## src/rtl/sdc_pkg.sv

```systemverilog
package sdc_pkg;
  typedef enum logic [1:0] {
    RK_R1  = 2'd0,
    RK_R1B = 2'd1,
    RK_R2  = 2'd2,
    RK_R3  = 2'd3
  } rkind_t;

  typedef enum logic [1:0] {
    EC_NONE    = 2'd0,
    EC_INVAL   = 2'd1,
    EC_CRCIO   = 2'd2,
    EC_TIMEOUT = 2'd3
  } ecode_t;

  typedef enum logic [2:0] {
    S_IDLE,
    S_SEND,
    S_HUNT,
    S_MORE,
    S_BUSY
  } st_t;

  localparam int FRAME_BYTES = 7;
endpackage

```

## src/rtl/sdc_crc7.sv

```systemverilog
module sdc_crc7 #(
  parameter int NBYTES = 5
) (
  input  logic [NBYTES*8-1:0] msg,
  output logic [6:0]          crc
);
  localparam int NBITS = NBYTES * 8;

  always_comb begin
    logic [6:0] r;
    logic       fb;
    r = 7'd0;
    for (int i = NBITS - 1; i >= 0; i--) begin
      fb = r[6] ^ msg[i];
      r  = {r[5:0], 1'b0} ^ ({7{fb}} & 7'h09);
    end
    crc = r;
  end
endmodule

```

## src/rtl/sdc_r1_class.sv

```systemverilog
module sdc_r1_class
  import sdc_pkg::*;
(
  input  logic [7:0] st,
  output ecode_t     cls
);
  always_comb begin
    if (st[6] | st[5] | st[2])
      cls = EC_INVAL;
    else if (st[3])
      cls = EC_CRCIO;
    else if (st[4] | st[1])
      cls = EC_CRCIO;
    else
      cls = EC_NONE;
  end
endmodule

```

## src/rtl/sdc_busy_timer.sv

```systemverilog
module sdc_busy_timer #(
  parameter int LIMIT = 1000
) (
  input  logic clk,
  input  logic rst,
  input  logic run,
  output logic expired
);
  localparam int CW = $clog2(LIMIT + 1);

  logic [CW-1:0] cnt;

  always_ff @(posedge clk) begin
    if (rst || !run)
      cnt <= '0;
    else if (cnt != CW'(LIMIT))
      cnt <= cnt + 1'b1;
  end

  assign expired = run && (cnt == CW'(LIMIT - 1));

  // the engine must leave the busy phase once the window is spent
  p_window_r9: assert property (@(posedge clk) disable iff (rst)
    run |-> (cnt < CW'(LIMIT)));
endmodule

```

## src/rtl/sd_cmd_engine.sv

```systemverilog
module sd_cmd_engine
  import sdc_pkg::*;
#(
  parameter int CLK_HZ  = 125_000_000,
  parameter int BUSY_MS = 3000,
  parameter int NCR_MAX = 8
) (
  input  logic        clk,
  input  logic        rst,
  input  logic        start,
  input  logic [5:0]  opcode,
  input  logic [31:0] argument,
  input  logic [1:0]  resp_kind,
  output logic        busy,
  output logic        done,
  output logic [1:0]  err_code,
  output logic [7:0]  status_lo,
  output logic [7:0]  status_hi,
  output logic [31:0] resp_word,
  output logic        xfer_req,
  output logic [7:0]  xfer_tx,
  input  logic        xfer_ack,
  input  logic [7:0]  xfer_rx
);
  localparam int BUSY_CYC = (CLK_HZ / 1000) * BUSY_MS;
  localparam int HW       = $clog2(NCR_MAX + 2);

  st_t          state;
  logic [2:0]   idx;
  logic [HW-1:0] hunt_n;
  logic [2:0]   more_n;
  logic [5:0]   op_q;
  logic [31:0]  arg_q;
  rkind_t       kind_q;
  ecode_t       cls_q;
  ecode_t       cls_now;
  logic [6:0]   crc_v;
  logic [7:0]   frame_byte;
  logic         tmr_exp;
  logic         hs;

  sdc_crc7 #(.NBYTES(5)) u_crc (
    .msg ({2'b01, op_q, arg_q}),
    .crc (crc_v)
  );

  sdc_r1_class u_cls (
    .st  (xfer_rx),
    .cls (cls_now)
  );

  sdc_busy_timer #(.LIMIT(BUSY_CYC)) u_tmr (
    .clk     (clk),
    .rst     (rst),
    .run     (state == S_BUSY),
    .expired (tmr_exp)
  );

  always_comb begin
    case (idx)
      3'd0:    frame_byte = 8'hFF;
      3'd1:    frame_byte = {2'b01, op_q};
      3'd2:    frame_byte = arg_q[31:24];
      3'd3:    frame_byte = arg_q[23:16];
      3'd4:    frame_byte = arg_q[15:8];
      3'd5:    frame_byte = arg_q[7:0];
      default: frame_byte = {crc_v, 1'b1};
    endcase
  end

  assign xfer_req = (state != S_IDLE);
  assign xfer_tx  = (state == S_SEND) ? frame_byte : 8'hFF;
  assign hs       = xfer_req && xfer_ack;

  always_ff @(posedge clk) begin
    if (rst) begin
      state     <= S_IDLE;
      idx       <= '0;
      hunt_n    <= '0;
      more_n    <= '0;
      op_q      <= '0;
      arg_q     <= '0;
      kind_q    <= RK_R1;
      cls_q     <= EC_NONE;
      busy      <= 1'b0;
      done      <= 1'b0;
      err_code  <= EC_NONE;
      status_lo <= '0;
      status_hi <= '0;
      resp_word <= '0;
    end else begin
      done <= 1'b0;
      case (state)
        S_IDLE: begin
          if (start) begin
            op_q      <= opcode;
            arg_q     <= argument;
            kind_q    <= rkind_t'(resp_kind);
            idx       <= '0;
            busy      <= 1'b1;
            err_code  <= EC_NONE;
            status_lo <= '0;
            status_hi <= '0;
            resp_word <= '0;
            state     <= S_SEND;
          end
        end
        S_SEND: begin
          if (hs) begin
            if (idx == 3'(FRAME_BYTES - 1)) begin
              hunt_n <= '0;
              state  <= S_HUNT;
            end else begin
              idx <= idx + 1'b1;
            end
          end
        end
        S_HUNT: begin
          if (hs) begin
            if (xfer_rx == 8'hFF) begin
              if (hunt_n == HW'(NCR_MAX)) begin
                state    <= S_IDLE;
                busy     <= 1'b0;
                done     <= 1'b1;
                err_code <= EC_TIMEOUT;
              end else begin
                hunt_n <= hunt_n + 1'b1;
              end
            end else begin
              status_lo <= xfer_rx;
              cls_q     <= cls_now;
              if (xfer_rx[7]) begin
                state    <= S_IDLE;
                busy     <= 1'b0;
                done     <= 1'b1;
                err_code <= EC_INVAL;
              end else begin
                case (kind_q)
                  RK_R2: begin
                    more_n <= 3'd1;
                    state  <= S_MORE;
                  end
                  RK_R3: begin
                    more_n <= 3'd4;
                    state  <= S_MORE;
                  end
                  RK_R1B: state <= S_BUSY;
                  default: begin
                    state    <= S_IDLE;
                    busy     <= 1'b0;
                    done     <= 1'b1;
                    err_code <= cls_now;
                  end
                endcase
              end
            end
          end
        end
        S_MORE: begin
          if (hs) begin
            if (kind_q == RK_R2)
              status_hi <= xfer_rx;
            else
              resp_word <= {resp_word[23:0], xfer_rx};
            if (more_n == 3'd1) begin
              state    <= S_IDLE;
              busy     <= 1'b0;
              done     <= 1'b1;
              err_code <= cls_q;
            end else begin
              more_n <= more_n - 1'b1;
            end
          end
        end
        S_BUSY: begin
          if (hs && (xfer_rx != 8'h00)) begin
            state    <= S_IDLE;
            busy     <= 1'b0;
            done     <= 1'b1;
            err_code <= cls_q;
          end else if (tmr_exp) begin
            state    <= S_IDLE;
            busy     <= 1'b0;
            done     <= 1'b1;
            err_code <= EC_TIMEOUT;
          end
        end
        default: state <= S_IDLE;
      endcase
    end
  end

  // completion is a single-cycle pulse
  p_done_pulse_r10: assert property (@(posedge clk) disable iff (rst)
    done |=> !done);

  // busy only rises after an accepted start
  p_busy_start_r10: assert property (@(posedge clk) disable iff (rst)
    $rose(busy) |-> $past(start));

  // response phases transmit filler ones
  p_fill_ones_r3: assert property (@(posedge clk) disable iff (rst)
    (xfer_req && (state != S_SEND)) |-> (xfer_tx == 8'hFF));

  // a status byte with its top bit set reports the invalid class
  p_bad_status_r5: assert property (@(posedge clk) disable iff (rst)
    (done && status_lo[7]) |-> (err_code == EC_INVAL));

  // a clean result carries no error bits in the status byte
  p_clean_r6: assert property (@(posedge clk) disable iff (rst)
    (done && (err_code == EC_NONE)) |-> ((status_lo & 8'hFE) == 8'h00));
endmodule

```

## config.mk

```make
export PLATFORM = sky130hd
export DESIGN_NAME = sd_cmd_engine
export DESIGN_NICKNAME = d
export VERILOG_FILES = /design/src/rtl/sdc_pkg.sv /design/src/rtl/sdc_crc7.sv /design/src/rtl/sdc_r1_class.sv /design/src/rtl/sdc_busy_timer.sv /design/src/rtl/sd_cmd_engine.sv
export SDC_FILE = /design/constraint.sdc
export NUM_CORES = 1
export LEC_CHECK = 0
export BUFFER_PORTS_ARGS = -buffer_cell sky130_fd_sc_hd__buf_2
export CAP_MARGIN = 15
export CORE_ASPECT_RATIO = 1.4
export CORE_UTILIZATION = 49
export CTS_CLUSTER_DIAMETER = 50
export CTS_CLUSTER_SIZE = 25
export DETAILED_ROUTE_END_ITERATION = 12
export GPL_TIMING_DRIVEN = 0
export PLACE_DENSITY = 0.82
export SETUP_SLACK_MARGIN = 0.4
export SLEW_MARGIN = 20
export SYNTH_ARGS = -nofsm -noshare
export SYNTH_HDL_FRONTEND = slang
export SYNTH_SLANG_ARGS = --single-unit
```

## constraint.sdc

```tcl
create_clock -name clk -period 5.53 [get_ports clk]
set_clock_uncertainty 0.15 [all_clocks]
set_input_delay 1.106 -clock clk [delete_from_list [all_inputs] [get_ports clk]]
set_output_delay 1.106 -clock clk [all_outputs]
set_load 0.01 [all_outputs]
```

## Yosys cells after proc, flatten, opt, wreduce, memory -nomap -nowiden

Index checks and enable logic that the tools add are counted.

| storage, ports and cells | value |
|---|---|
| input port bits | 52 |
| register bits after elaboration | 136 |

| cells by class | value |
|---|---|
| bitwise operators | 77 |
| equality and inequality tests | 36 |
| reduce and logical (&&, ||, !) cells | 27 |
| add/sub/neg operators | 4 |
| multiplexer cells | 78 |

Operators with widths:

| kind | count |
|---|---|
| 7-bit by 4-bit XOR with 7-bit output | 36 |
| 32-bit two-way mux | 3 |
| 32-bit case mux with 2 select lines | 1 |
| 3-bit two-way mux | 19 |
| 8-bit two-way mux | 6 |
| 8-bit case mux with 6 select lines | 1 |
| 1-bit XOR | 35 |
| 8-bit case mux with 2 select lines | 2 |
| 29-bit by 1-bit adder with 29-bit output (second input constant) | 1 |
| 29-bit == test (second input constant) | 1 |
| 29-bit != test (second input constant) | 1 |
| 2-bit two-way mux | 13 |
| 2-bit != test (second input constant) | 13 |
| 3-bit case mux with 2 select lines | 4 |
| 4-bit two-way mux | 5 |
| 1-bit two-way mux | 19 |
| 4-bit AND reduction | 4 |
| 8-bit AND reduction | 2 |
| 3-bit case mux with 5 select lines | 1 |
| 3-bit by 2-bit == test with 1-bit output (second input constant) | 4 |
| 3-bit == test (second input constant) | 4 |
| 2-bit nonzero test | 5 |
| 3-bit by 1-bit == test with 1-bit output (second input constant) | 3 |
| 3-bit != test (second input constant) | 3 |
| other kinds (30) | 36 |

## Depth between registers and ports, before layout

| depth | value |
|---|---|
| depth in word-level cells | 74 |
| depth in mapped cells | 10 |

## Modules after synthesis

A second synthesis with hierarchy kept.

| second synthesis, totals | value |
|---|---|
| cells, all modules | 828 |
| area, all modules | 7105.6 um^2 |

By module, submodules not included:

| module | times used | cells each | area each (um^2) |
|---|---|---|---|
| sd_cmd_engine | 1 | 600 | 4874.7 |
| sdc_busy_timer | 1 | 159 | 1362.6 |
| sdc_crc7 | 1 | 66 | 848.3 |
| sdc_r1_class | 1 | 3 | 20.0 |

## Worst setup path after synthesis

Ideal clock, no wire load.

| timing path | value |
|---|---|
| path kind | register to output |
| from | reg arg_q[29] |
| to | out xfer_tx[6] |
| data required time | 4.274 ns |
| path slack | 1.686 ns |
| arrival | 2.588 ns |
| cell stages (with the launch flop) | 7 |
| path through | dfxtp_1 -> xnor3_2 -> xnor3_2 -> xnor3_2 -> xnor3_1 -> xor3_1 -> a21oi_1 |

| between the ends | value |
|---|---|
| cells in the longest elaborated chain, start to end | 39 |
| elaborated cells between the ends (all ways) | 45 |
| those cells by class | 2 x mux; 43 x bitwise |

RTL lines:

| element | RTL line | source |
|---|---|---|
| from (decl) | sd_cmd_engine.sv:33 | `logic [31:0] arg_q;` |
| from (signal assigned) | sd_cmd_engine.sv:97 | `arg_q <= argument;` |
| 1-bit XOR (*) | sdc_crc7.sv:14 | `fb = r[6] ^ msg[i];` |
| 7-bit by 4-bit XOR with 7-bit output (*) (4 in series) | sdc_crc7.sv:15 | `r = {r[5:0], 1'b0} ^ ({7{fb}} & 7'h09);` |
| 1-bit XOR or 7-bit by 4-bit XOR with 7-bit output (tied branches) | sdc_crc7.sv:14, sdc_crc7.sv:15 |  |
| 7-bit by 4-bit XOR with 7-bit output (*) (4 in series) | sdc_crc7.sv:15 |  |
| 1-bit XOR or 7-bit by 4-bit XOR with 7-bit output (tied branches) | sdc_crc7.sv:14, sdc_crc7.sv:15 |  |
| 7-bit by 4-bit XOR with 7-bit output (*) (4 in series) | sdc_crc7.sv:15 |  |
| 1-bit XOR or 7-bit by 4-bit XOR with 7-bit output (tied branches) | sdc_crc7.sv:14, sdc_crc7.sv:15 |  |
| 7-bit by 4-bit XOR with 7-bit output (*) (4 in series) | sdc_crc7.sv:15 |  |
| 1-bit XOR or 7-bit by 4-bit XOR with 7-bit output (tied branches) | sdc_crc7.sv:14, sdc_crc7.sv:15 |  |
| 7-bit by 4-bit XOR with 7-bit output (*) (4 in series) | sdc_crc7.sv:15 |  |
| 1-bit XOR or 7-bit by 4-bit XOR with 7-bit output (tied branches) | sdc_crc7.sv:14, sdc_crc7.sv:15 |  |
| 7-bit by 4-bit XOR with 7-bit output (*) (4 in series) | sdc_crc7.sv:15 |  |
| 1-bit XOR or 7-bit by 4-bit XOR with 7-bit output (tied branches) | sdc_crc7.sv:14, sdc_crc7.sv:15 |  |
| 7-bit by 4-bit XOR with 7-bit output (*) (6 in series) | sdc_crc7.sv:15 |  |
| 8-bit case mux with 6 select lines (*) | sd_cmd_engine.sv:60 | `case (idx)` |
| 8-bit two-way mux (*) | sd_cmd_engine.sv:72 | `assign xfer_tx = (state == S_SEND) ? frame_byte : 8'hFF;` |
| to (decl) | sd_cmd_engine.sv:21 | `output logic [7:0] xfer_tx,` |

Mark *: on every way between the ends. The rest lies on a longest branch, timed or not.

## Worst setup path in the final report

Ends and elaborated chain as after synthesis.

==> results.txt <==
The run finished with clean final reports. The number of DRC violations after detailed-routing iteration 0 was 357; the total number of nets in the final design was 1,003. After detailed routing, the average wire length per cell comes to 16.47 um.

The final setup violation count was 0. For this block, the routed nets add up to 18,740 um of wire. The tools report the root buffer cell as sky130_fd_sc_hd__clkbuf_16. Fraction of layout instances using a drive strength above 1: 0.1584. Counting flops with a built-in enable in the synthesized netlist gives 0. The post-layout minimum cycle time came out at 4.566 ns.

The main combinational cell family by area after synthesis is simple AND/OR/NAND/NOR gates. Relative to the synthesized area, the layout overhead comes to 19.49%. Port buffering added 109 buffers.

Count of antenna-violating nets left after detailed routing: 0. The combined global-route utilization of all metal layers is 0.2677, and the post-synthesis sequential area ratio is 0.3891. The area share of the largest cell type after synthesis is 0.3891, and the data required time of the critical path is 4.27 ns.

Once layout is complete, the cells apart from fillers number 1,138. The core area is 13,910 um2. The count of fill cells added during filler insertion is 1,238.

By instance count, the cell type seen most on the critical path is sky130_fd_sc_hd__xnor3_2. Sorting the synthesized cells by area gives the leading types as sky130_fd_sc_hd__dfxtp_1 (39%), sky130_fd_sc_hd__a21oi_1 (7.3%), sky130_fd_sc_hd__nand2_1 (6.3%), sky130_fd_sc_hd__xnor3_1 (5.8%), sky130_fd_sc_hd__nand3_1 (3.6%). The total number of H-tree levels came out at 4. The cell type with the largest total area after synthesis was sky130_fd_sc_hd__dfxtp_1. The max-capacitance violation count is 0, and the clock transition at the registers of the reported paths is 0.06 ns.

The final worst-path cycle share was 0.8257; the worst supply voltage drop on vdd was 0.0007143 V. The logs give 5 for the total iterations of the first detailed-routing run and 0 for the count of inserted antenna diode cells. Synthesis produced 812 cells. Setup repair after global routing left no endpoint under its margin. The floorplan step defined a die boundary enclosing 14,770 um2. Total grt overflow: 0. STA classifies the critical path endpoint as an output pin. Pin placement for this block handled 113 I/O pins. TritonCTS built the clock tree. The number of antenna violations at the first check in global routing came out at 0. The final setup TNS was 0 ns. After synthesis, the mean cell area works out to 8.618 um2. In this run, synthesis produced a sequential element count of 136. The path category of the worst min-delay check was reg2reg. The number of nets in the synthesized netlist was 875; the post-detailed-placement half-perimeter wirelength was 13,700 um.

For this run, the slowest stage of the critical path takes 0.50 ns. Dividing the detail-routed via count by the number of cells gives 5.568. Clock sink count: 136. The maximum number of buffers from clock root to sink is 2. The post-synthesis instance area is 6998 um2, and the clock buffer count from CTS is 17. In this run the core area contains 51 standard-cell rows. In this run the worst path has a maximum fanout of 4. Hold repair after CTS inserted 0 buffers. The buffer count from post-CTS setup fixing was 0. The run gives 3.31 ns as the data arrival at the endpoint of the critical path. For the hold violation total from the final report, the log shows 0. After detailed routing, the number of remaining DRC violations is 0.

The tools report the via count of the first global-routing pass as 6,104. The category of cells accounting for the largest share of critical-path delay was XOR/XNOR gates. The leakage power summed over all cells is 3.356 nW. Cell at the slowest stage of the critical path: sky130_fd_sc_hd__xnor3_2.

The total buffers and inverters traversed by the critical path came out at 1. Leaving out fill and tap cells, the most frequent cells in the layout are sky130_fd_sc_hd__dfxtp_1 (136), sky130_fd_sc_hd__nand2_1 (118), sky130_fd_sc_hd__buf_2 (109), sky130_fd_sc_hd__a21oi_1 (102), sky130_fd_sc_hd__nor2_1 (61). The netlist uses 59 different library cells.

Leaving out fill and tap cells, the most frequent cell in the layout is sky130_fd_sc_hd__dfxtp_1. The fraction of synthesized cell area in xor and xnor cells was 0.1579. The worst setup path is launched from a flop. The number of placed instances, taps included, is 1,106. The post-synthesis share of cell area spent on and, or, nand and nor gates was 0.2305. The share of synthesized area spent on multiplexers was 0.03022; the relative slew slack was 0.3180. For the pin with the worst max-slew slack, the measured transition is 1.023 ns.

The signal on the critical path passes through xnor3_2 > xnor3_2 > xnor3_2 > xnor3_1 > xor3_1 > a21oi_1 > buf_2. The number of gates given a new drive strength after cts is 0, and the routability congestion estimate is 0.9555. The most used flip-flop cell after synthesis was sky130_fd_sc_hd__dfxtp_1. Timing would allow up to 219.0 MHz. The die is 143.4 um tall. The share of async-settable or async-resettable flops after synthesis was 0; the wire length of the first global-routing pass was 30,030 um. The run gives 0 as the count of pins over their slew limit. The class of the most critical setup path was reg2out.

The area fraction in compound gates after synthesis was 0.1346. Arithmetic-cell share of the synthesized area counting full adders, half adders and majority gates: 0.01967. The starting density of the core is 0.5031, and the floorplan die width is 103 um.

For this block, the via count after detailed routing is 6,336. The power density over the cells was 644.0 nW/um2. Entering global routing, the biggest net connects 17 pins. The logs give 0.42 ns for the clock latency on the worst-skew pair and 0 for the number of warnings reported in the yosys synthesis log.
cell type report:
type | count | area, um2 | share of cell area
Multi-Input combinational cell | 605 | 4009 | 0.4794
Timing Repair Buffer | 109 | 545.5 | 0.06524
Tap cell | 185 | 231.5 | 0.02768
Sequential cell | 136 | 2723 | 0.3256
Buffer | 53 | 198.9 | 0.02379
Clock buffer | 20 | 446.7 | 0.05342
Inverter | 18 | 67.56 | 0.008080
Clock inverter | 12 | 140.1 | 0.01676
through the flow:
stage | setup WS (ns) | cell area [um2] | hold slack, ns | util | power [mW]
detailed placement | 1.402 | 7775 | 0.2983 | 0.5589 | 4.239
global placement | 1.431 | 7775 | 0.2886 | 0.5589 | 4.206
CTS | 0.9559 | 8362 | 0.3098 | 0.6011 | 5.377
finish | 0.9638 | 8362 | 0.3071 | 0.6011 | 5.385
global route | 0.8150 | 8362 | 0.3371 | 0.6011 | 5.685
floorplan | 1.686 | 6998 | 0.2963 | - | 3.747
worst paths after layout:
| path | from | to | slack [ns] | cells past startpoint |
|---|---|---|---|---|
| max reg2reg | state[0] | status_hi[6] | 2.37 | 7 |
| max | arg_q[29] | xfer_tx[6] | 0.96 | 7 |
| min reg2reg | status_lo[7] | status_lo[7] | 0.31 | 2 |
| min | status_lo[7] | status_lo[7] | 0.31 | 2 |
synth_stat cells, types with 9 or more instances:
cell,n
sky130_fd_sc_hd__dfxtp_1,136
sky130_fd_sc_hd__nand2_1,118
sky130_fd_sc_hd__a21oi_1,102
sky130_fd_sc_hd__nor2_1,61
sky130_fd_sc_hd__clkbuf_1,51
sky130_fd_sc_hd__nand3_1,50
sky130_fd_sc_hd__nand2b_1,26
sky130_fd_sc_hd__xnor2_1,23
sky130_fd_sc_hd__xor2_1,23
sky130_fd_sc_hd__o21ai_0,22
sky130_fd_sc_hd__mux2i_1,20
sky130_fd_sc_hd__xnor3_1,18
sky130_fd_sc_hd__inv_1,16
sky130_fd_sc_hd__nand4_1,14
sky130_fd_sc_hd__and3_1,12
sky130_fd_sc_hd__ha_1,11
sky130_fd_sc_hd__or3_1,10
sky130_fd_sc_hd__nor3_1,9
routing by layer:
layer | global-route usage | share of wire | vias up
met5 | 0 | 0 | -
met4 | 0.1497 | 0.043 | 0
met3 | 0.05253 | 0.062 | 58
met2 | 0.4733 | 0.51 | 249
met1 | 0.2949 | 0.38 | 2950
li1 | - | - | 3079
cells by family after synthesis:
group	after synthesis
adders and majority gates	11
and+or+nand+nor	334
DFF	136
muxes	21
buffers and inverters	71
AOI/OAI and AO/OA	162
xor gates and xnor gates	77
power by group:
group	internal (mW)	leakage [nW]	switching (mW)
Clock	0.681	0.266	0.456
Sequential	1.07	1.10	0.0985
Combinational	1.81	1.99	1.27
flip-flops by register name, indices dropped and copies added (netlist names):
register and flops:
cls_q 2, kind_q 2, status_hi 8, more_n 3, status_lo 8, resp_word 32
err_code 2, op_q 6, busy 1, hunt_n 4, arg_q 32, u_tmr.cnt 29
done 1, idx 3, state 3
tightest hold or removal path: stages, from the launching register on:
cell	delay, ns
sky130_fd_sc_hd__dfxtp_1	0.31
sky130_fd_sc_hd__nand2_1	0.05
sky130_fd_sc_hd__a21oi_1	0.05
(Power assumes the default switching activity.)
